[src/rtl/tmr_seq_pkg.sv]
// Package: shared constants and types for the triple-redundant sequencer.
// Assumes: exactly three copies; the command struct is shared by all copies.
package tmr_seq_pkg;

    // Number of redundant copies; the voter is written for three.
    localparam int TMR_COPIES = 3;

    // Command bundle fed identically to every copy.
    typedef struct packed {
        logic start;
        logic advance;
        logic abort;
    } seq_cmd_t;

endpackage

[src/rtl/seq_next_logic.sv]
// Module: next-state function of one sequencer copy.
// What it does: maps a current code and the commands to the next code.
// Codes: 0 idle, 1..NUM_STEPS steps, NUM_STEPS+1 done, above that illegal.
// Assumes: purely combinational; illegal and done codes both lead to idle.
module seq_next_logic
    import tmr_seq_pkg::*;
#(
    parameter int NUM_STEPS = 5,
    parameter int STATE_W   = $clog2(NUM_STEPS + 2)
) (
    input  logic [STATE_W-1:0] cur_state,
    input  seq_cmd_t           cmd,
    output logic [STATE_W-1:0] nxt_state
);

    localparam logic [STATE_W-1:0] IDLE_CODE = '0;
    localparam logic [STATE_W-1:0] LAST_STEP = STATE_W'(NUM_STEPS);
    localparam logic [STATE_W-1:0] ONE_CODE  = STATE_W'(1);

    // Transition table: start from idle, advance/abort in steps, done/illegal to idle.
    always_comb begin
        nxt_state = IDLE_CODE;
        if (cur_state == IDLE_CODE) begin
            nxt_state = cmd.start ? ONE_CODE : IDLE_CODE;
        end else if (cur_state <= LAST_STEP) begin
            if (cmd.abort) begin
                nxt_state = IDLE_CODE;
            end else if (cmd.advance) begin
                nxt_state = cur_state + ONE_CODE;
            end else begin
                nxt_state = cur_state;
            end
        end else begin
            nxt_state = IDLE_CODE;
        end
    end

endmodule

[src/rtl/tmr_seq_copy.sv]
// Module: one redundant copy of the sequencer with its own state register.
// What it does: advances on its own next-state logic. When flagged, it reloads
// the voted next state. On a fatal disagreement it returns to idle. A test
// overwrite can replace its state.
// Assumes: repair and fatal come from the voter for the current cycle.
module tmr_seq_copy
    import tmr_seq_pkg::*;
#(
    parameter int NUM_STEPS = 5,
    parameter int STATE_W   = $clog2(NUM_STEPS + 2)
) (
    input  logic               clk,
    input  logic               rst_n,
    input  seq_cmd_t           cmd,
    input  logic [STATE_W-1:0] voted_next,
    input  logic               repair,
    input  logic               fatal,
    input  logic               corrupt_en,
    input  logic [STATE_W-1:0] corrupt_val,
    output logic [STATE_W-1:0] state_q
);

    localparam logic [STATE_W-1:0] IDLE_CODE = '0;

    logic [STATE_W-1:0] own_next;

    seq_next_logic #(
        .NUM_STEPS (NUM_STEPS),
        .STATE_W   (STATE_W)
    ) u_next (
        .cur_state (state_q),
        .cmd       (cmd),
        .nxt_state (own_next)
    );

    // State register: reset, then overwrite, then fatal, then repair, then own step.
    always_ff @(posedge clk) begin
        if (!rst_n) begin
            state_q <= IDLE_CODE;
        end else if (corrupt_en) begin
            state_q <= corrupt_val;
        end else if (fatal) begin
            state_q <= IDLE_CODE;
        end else if (repair) begin
            state_q <= voted_next;
        end else begin
            state_q <= own_next;
        end
    end


    corrupt_load_chk: assert property (@(posedge clk) disable iff (!rst_n)
        corrupt_en |=> state_q == $past(corrupt_val));


    repair_load_chk: assert property (@(posedge clk) disable iff (!rst_n)
        (repair && !corrupt_en && !fatal) |=> state_q == $past(voted_next));


    fatal_idle_chk: assert property (@(posedge clk) disable iff (!rst_n)
        (fatal && !corrupt_en) |=> state_q == IDLE_CODE);

endmodule

[src/rtl/tmr_seq_voter.sv]
// Module: bitwise majority voter over the three copy registers.
// What it does: forms the voted state and flags the single disagreeing copy.
// It raises fatal when no two copies agree.
// Assumes: exactly three copies.
module tmr_seq_voter
    import tmr_seq_pkg::*;
#(
    parameter int STATE_W = 3
) (
    input  logic [TMR_COPIES-1:0][STATE_W-1:0] copy_state,
    output logic [STATE_W-1:0]                 voted,
    output logic [TMR_COPIES-1:0]              mismatch,
    output logic                               fatal
);

    logic [STATE_W-1:0] st_a, st_b, st_c;

    // Name the three inputs for readability.
    always_comb begin
        st_a = copy_state[0];
        st_b = copy_state[1];
        st_c = copy_state[2];
    end

    // Per-bit two-of-three majority.
    always_comb begin
        voted = (st_a & st_b) | (st_a & st_c) | (st_b & st_c);
    end

    // No pair agrees: there is no trustworthy majority.
    always_comb begin
        fatal = (st_a != st_b) && (st_b != st_c) && (st_a != st_c);
    end

    // Flag each copy that departs from a real majority.
    for (genvar g = 0; g < TMR_COPIES; g++) begin : g_flag
        always_comb begin
            mismatch[g] = (copy_state[g] != voted) && !fatal;
        end
    end

endmodule

[src/rtl/tmr_seq_decode.sv]
// Module: output decoder driven only by the voted state.
// What it does: produces busy, the one-hot step vector and done. It blanks all
// of them for an illegal code or a fatal disagreement.
// Assumes: codes 0 idle, 1..NUM_STEPS steps, NUM_STEPS+1 done.
module tmr_seq_decode #(
    parameter int NUM_STEPS = 5,
    parameter int STATE_W   = $clog2(NUM_STEPS + 2)
) (
    input  logic [STATE_W-1:0] voted,
    input  logic               fatal,
    output logic               busy,
    output logic [NUM_STEPS-1:0] step,
    output logic               done
);

    localparam logic [STATE_W-1:0] IDLE_CODE = '0;
    localparam logic [STATE_W-1:0] LAST_STEP = STATE_W'(NUM_STEPS);
    localparam logic [STATE_W-1:0] DONE_CODE = STATE_W'(NUM_STEPS + 1);

    // Busy and done from the voted code, forced low on fatal.
    always_comb begin
        busy = !fatal && (voted != IDLE_CODE) && (voted <= LAST_STEP);
        done = !fatal && (voted == DONE_CODE);
    end

    // One-hot step lines, one per step code.
    for (genvar k = 0; k < NUM_STEPS; k++) begin : g_step
        always_comb begin
            step[k] = busy && (voted == STATE_W'(k + 1));
        end
    end

endmodule

[src/rtl/tmr_sequencer.sv]
// Module: triple-redundant step sequencer (top).
// What it does: runs three sequencer copies in lockstep. It votes their state
// each cycle and decodes the outputs from the vote. It resynchronises a lone
// disagreeing copy and recovers to idle when no majority exists.
// Assumes: the test overwrite port is held low in normal operation.
module tmr_sequencer
    import tmr_seq_pkg::*;
#(
    parameter  int NUM_STEPS = 5,
    localparam int STATE_W   = $clog2(NUM_STEPS + 2)
) (
    input  logic                          clk,
    input  logic                          rst_n,
    input  logic                          start_i,
    input  logic                          advance_i,
    input  logic                          abort_i,
    input  logic [TMR_COPIES-1:0]         corrupt_en_i,
    input  logic [TMR_COPIES*STATE_W-1:0] corrupt_state_i,
    output logic                          busy_o,
    output logic [NUM_STEPS-1:0]          step_o,
    output logic                          done_o,
    output logic [TMR_COPIES-1:0]         fault_copy_o,
    output logic                          fault_fatal_o
);

    seq_cmd_t                          cmd;
    logic [TMR_COPIES-1:0][STATE_W-1:0] copy_state;
    logic [STATE_W-1:0]                voted;
    logic [STATE_W-1:0]                voted_next;
    logic [TMR_COPIES-1:0]             mismatch;
    logic                              fatal;

    // Bundle the command pins for all copies.
    always_comb begin
        cmd.start   = start_i;
        cmd.advance = advance_i;
        cmd.abort   = abort_i;
    end

    // Three identical copies, each with its own overwrite slice.
    for (genvar g = 0; g < TMR_COPIES; g++) begin : g_copy
        tmr_seq_copy #(
            .NUM_STEPS (NUM_STEPS),
            .STATE_W   (STATE_W)
        ) u_copy (
            .clk         (clk),
            .rst_n       (rst_n),
            .cmd         (cmd),
            .voted_next  (voted_next),
            .repair      (mismatch[g]),
            .fatal       (fatal),
            .corrupt_en  (corrupt_en_i[g]),
            .corrupt_val (corrupt_state_i[g*STATE_W +: STATE_W]),
            .state_q     (copy_state[g])
        );
    end

    tmr_seq_voter #(
        .STATE_W (STATE_W)
    ) u_voter (
        .copy_state (copy_state),
        .voted      (voted),
        .mismatch   (mismatch),
        .fatal      (fatal)
    );

    // Next state of the voted code, used to reload a flagged copy.
    seq_next_logic #(
        .NUM_STEPS (NUM_STEPS),
        .STATE_W   (STATE_W)
    ) u_voted_next (
        .cur_state (voted),
        .cmd       (cmd),
        .nxt_state (voted_next)
    );

    tmr_seq_decode #(
        .NUM_STEPS (NUM_STEPS),
        .STATE_W   (STATE_W)
    ) u_decode (
        .voted (voted),
        .fatal (fatal),
        .busy  (busy_o),
        .step  (step_o),
        .done  (done_o)
    );

    // Fault indicators straight from the voter.
    always_comb begin
        fault_copy_o  = mismatch;
        fault_fatal_o = fatal;
    end


    single_fault_chk: assert property (@(posedge clk) disable iff (!rst_n)
        $onehot0(fault_copy_o) && !(fault_fatal_o && (fault_copy_o != '0)));


    copy_rejoin_chk: assert property (@(posedge clk) disable iff (!rst_n)
        ((fault_copy_o != '0) && (corrupt_en_i == '0)) |=> (fault_copy_o == '0) && !fault_fatal_o);


    step_advance_chk: assert property (@(posedge clk) disable iff (!rst_n)
        (busy_o && advance_i && !abort_i && !step_o[NUM_STEPS-1] && !fault_fatal_o
         && (corrupt_en_i == '0)) |=> step_o == ($past(step_o) << 1));


    abort_idle_chk: assert property (@(posedge clk) disable iff (!rst_n)
        (busy_o && abort_i && !fault_fatal_o && (corrupt_en_i == '0)) |=> !busy_o && !done_o);


    fatal_recover_chk: assert property (@(posedge clk) disable iff (!rst_n)
        (fault_fatal_o && (corrupt_en_i == '0)) |=> !fault_fatal_o && (fault_copy_o == '0) && !busy_o);

endmodule

[config.mk]
export PLATFORM = sky130hd
export DESIGN_NAME = tmr_sequencer
export DESIGN_NICKNAME = d
export VERILOG_FILES = /design/src/rtl/tmr_seq_pkg.sv /design/src/rtl/seq_next_logic.sv /design/src/rtl/tmr_seq_copy.sv /design/src/rtl/tmr_seq_voter.sv /design/src/rtl/tmr_seq_decode.sv /design/src/rtl/tmr_sequencer.sv
export SDC_FILE = /design/constraint.sdc
export NUM_CORES = 1
export LEC_CHECK = 0
export ABC_AREA = 1
export BUFFER_PORTS_ARGS = -buffer_cell sky130_fd_sc_hd__clkbuf_2
export CORE_UTILIZATION = 51
export DETAILED_ROUTE_END_ITERATION = 12
export MAX_ROUTING_LAYER = met4
export PLACE_DENSITY = 0.77
export RECOVER_POWER = 100
export SLEW_MARGIN = 10
export SYNTH_ARGS = -nofsm -noshare
export SYNTH_HDL_FRONTEND = slang
export SYNTH_HIERARCHICAL = 1
export SYNTH_SLANG_ARGS = --single-unit
[constraint.sdc]
create_clock -name clk -period 1.82 [get_ports clk]
set_input_delay 0.091 -clock clk [delete_from_list [all_inputs] [get_ports clk]]
set_output_delay 0.091 -clock clk [all_outputs]
set_load 0.005 [all_outputs]
==> flow_summary.ini <==
[timing]
rsz0062_at_grt = true
setup_slack_ns = 0.0367
hold_viol = 0
slew_viol_final = 0
slew_headroom = 0.696
whs_ns = 0.0511
fmax_ghz = 0.561
worst_pin_slew_ns = 0.456
period_needed_ns = 1.78
setup_viol = 0
fin_worst_skew_ns = 0.00415
period_share = 0.980

[place]
io_buffers = 27
dpl.hpwl_um = 3130
placed_area_um2 = 1880
dp_slack_ns = -0.0936
dpl.cell_count = 355
gp_congestion = 0.890

[clock_network]
clock-sinks = 9
cts_buffers = 3
cts.htree.levels = 1
clkSlewWorstSetupHoldPaths_ns = 0.06
cts_hold_buf = 0
root_buffer = clkbuf_4
clock_latency_ns = 0.26
tritoncts = built
clockBufferDepth = 2

[setup_path]
cp.required_ns = 1.96
cp-end-kind = register
crit_arrival_ns = 1.93
critPathKind = reg2reg
crit_fanout = 4
reg2reg_depth = 13
startpoint_type = register
rrSetupSlack_ns = 0.04

[drt]
drt_iter0_drc = 101
postRouteAntennaNets = 0
routed-via-count = 1808
vias_per_cell = 4.97
drcViolationCount = 2
drt-wirelength-per-cell_um = 11.9
wl_um = 4340
drt_first_pass_iters = 9

[die]
dieArea_um2 = 3270
initial_utilization = 0.548
coreArea_um2 = 2830
io_pins = 28
dieHeight_um = 57.2
std_cell_rows = 19
die_w_um = 57.2

[final_layout]
design_area_um2 = 2220
top_register = g_copy.u_copy/state_q
reg_top3 = g_copy.u_copy/state_q: 9 flops
antenna_cells = 0
drive_gt1_frac = 0.405
areaGrowthSynthToFinish_pct = 43.1
fin_nets = 372
final_cells = 364
largest_register_ffs = 9

[outcome]
status = complete, but fails checks
failed_checks = DRC

[power_and_ir_drop]
swShare = 0.545
p_clk_frac = 0.037
p_int_uw = 1890
p_switching_uw = 2260
seq_power_share = 0.115
peakVddDrop_uv = 1350
power_leakage_uw = 0.00115
p_comb_frac = 0.848
p_per_area_nw_per_um2 = 1870
power_uw = 4150

[yosys]
yosys_warnings = 6
synth_cells = 277
synth.distinct_cells = 17
ys_ff_latch = 9
mappedNetlistNets = 315
synth_area_um2 = 1550
syn_avg_cell_area_um2 = 5.60
ys_seq_area_frac = 0.116

[grt]
grt_pass1_wl_um = 6480
grt_pass1_vias = 1543
grt_max_degree = 25
track_usage = 0.259
overflow = 0
antenna_found_initial = 0

[min_path]
holdPathStages = 3
min-delay-path-class = in2reg

[flow_run]
max-cap-violations = 0
[placed cells by master (no fill, tap or decap), types with 8 or more instances in the layout]
| cell | synthesis | final |
|---|---|---|
| ha_4 | 0 | 10 |
| dfxtp_4 | 0 | 8 |
| clkbuf_2 | 0 | 26 |
| inv_2 | 10 | 16 |
| inv_1 | 53 | 44 |
| a21oi_1 | 13 | 11 |
| nor2_1 | 24 | 21 |
| nand2_1 | 93 | 85 |
| nand3_1 | 25 | 21 |
| buf_4 | 0 | 24 |
| nand2_2 | 6 | 11 |
| ha_1 | 21 | 9 |
[through the flow]
step | util | setup TNS, ns
floorplan | - | 0
global placement | 0.663 | -0.256
detailed placement | 0.663 | -0.299
CTS | 0.688 | 0
global route | 0.785 | -0.113
finish | 0.785 | 0
[routing by layer]
metal,up-vias,routed length [µm],global-route usage
li1,953,-,-
met1,804,1960,0.337
met2,47,2170,0.440
met3,4,175,0.0295
met4,0,37,0.0453
met5,-,0,-
[final timing paths]
check                                   start                          end
setup / recovery  g_copy[0].u_copy/state_q[0]  g_copy[2].u_copy/state_q[0]
hold / removal             corrupt_state_i[7]  g_copy[2].u_copy/state_q[1]
setup reg to reg  g_copy[0].u_copy/state_q[0]  g_copy[2].u_copy/state_q[0]
hold reg to reg   g_copy[2].u_copy/state_q[2]  g_copy[2].u_copy/state_q[2]
[cell usage after synthesis]
cell	instances	area share
nand3b_4	1	0.013
inv_1	53	0.13
dfxtp_1	9	0.12
inv_2	10	0.024
nand2_2	6	0.024
a21oi_1	13	0.042
nor2_1	24	0.058
nand3_2	3	0.019
nand3_1	25	0.081
nand2_4	1	0.0073
nor3_1	1	0.0032
nand2_1	93	0.22
a21oi_2	4	0.023
nor2_2	4	0.016
ha_1	21	0.17
nand3b_1	6	0.029
nor2_4	3	0.022
[critical path, cell delays in order (launching register included)]
cell and delay (ns):
dfxtp_4 0.37, ha_4 0.17, nor2_4 0.13, nand2_4 0.08, buf_4 0.15, ha_4 0.14, nor2_1 0.11, nand2_2 0.10
nand3_2 0.09, nand2_2 0.06, inv_1 0.07, nand2_1 0.05, nand3_1 0.07, a21oi_1 0.07
[cells by family after synthesis]
logic type,Yosys count,share of synthesized area
AO/OA/AOI/OAI,17,0.0645
AND/OR/NAND/NOR,167,0.498
buffers and inverters,63,0.152
flip-flops,9,0.116
adder cells (fa/ha/maj),21,0.169
[final cells by class]
type / instances / area, µm²
inverter: 63 / 249
multi-input combinational: 205 / 1370
fill: 228 / 608
sequential: 9 / 211
timing repair buffer: 52 / 327
clock buffer: 4 / 26.3
tap: 31 / 38.8
[power groups by stage]
stage	registers, µW	clock network (µW)	logic [µW]
floorplan	374	0	1890
global placement	380	0	2700
detailed placement	385	0	2730
CTS	396	157	2870
global route	490	171	3860
finish	475	154	3520
[repair_timing]
| item | in CTS | in global routing |
|---|---|---|
| setup buffers | 1 | 4 |
| gates resized for setup | 16 | 62 |
| pin swaps | 0 | 25 |
| endpoints found under the setup margin | 14 | 19 |
No activity file was read; power rests on OpenSTA's default activity.
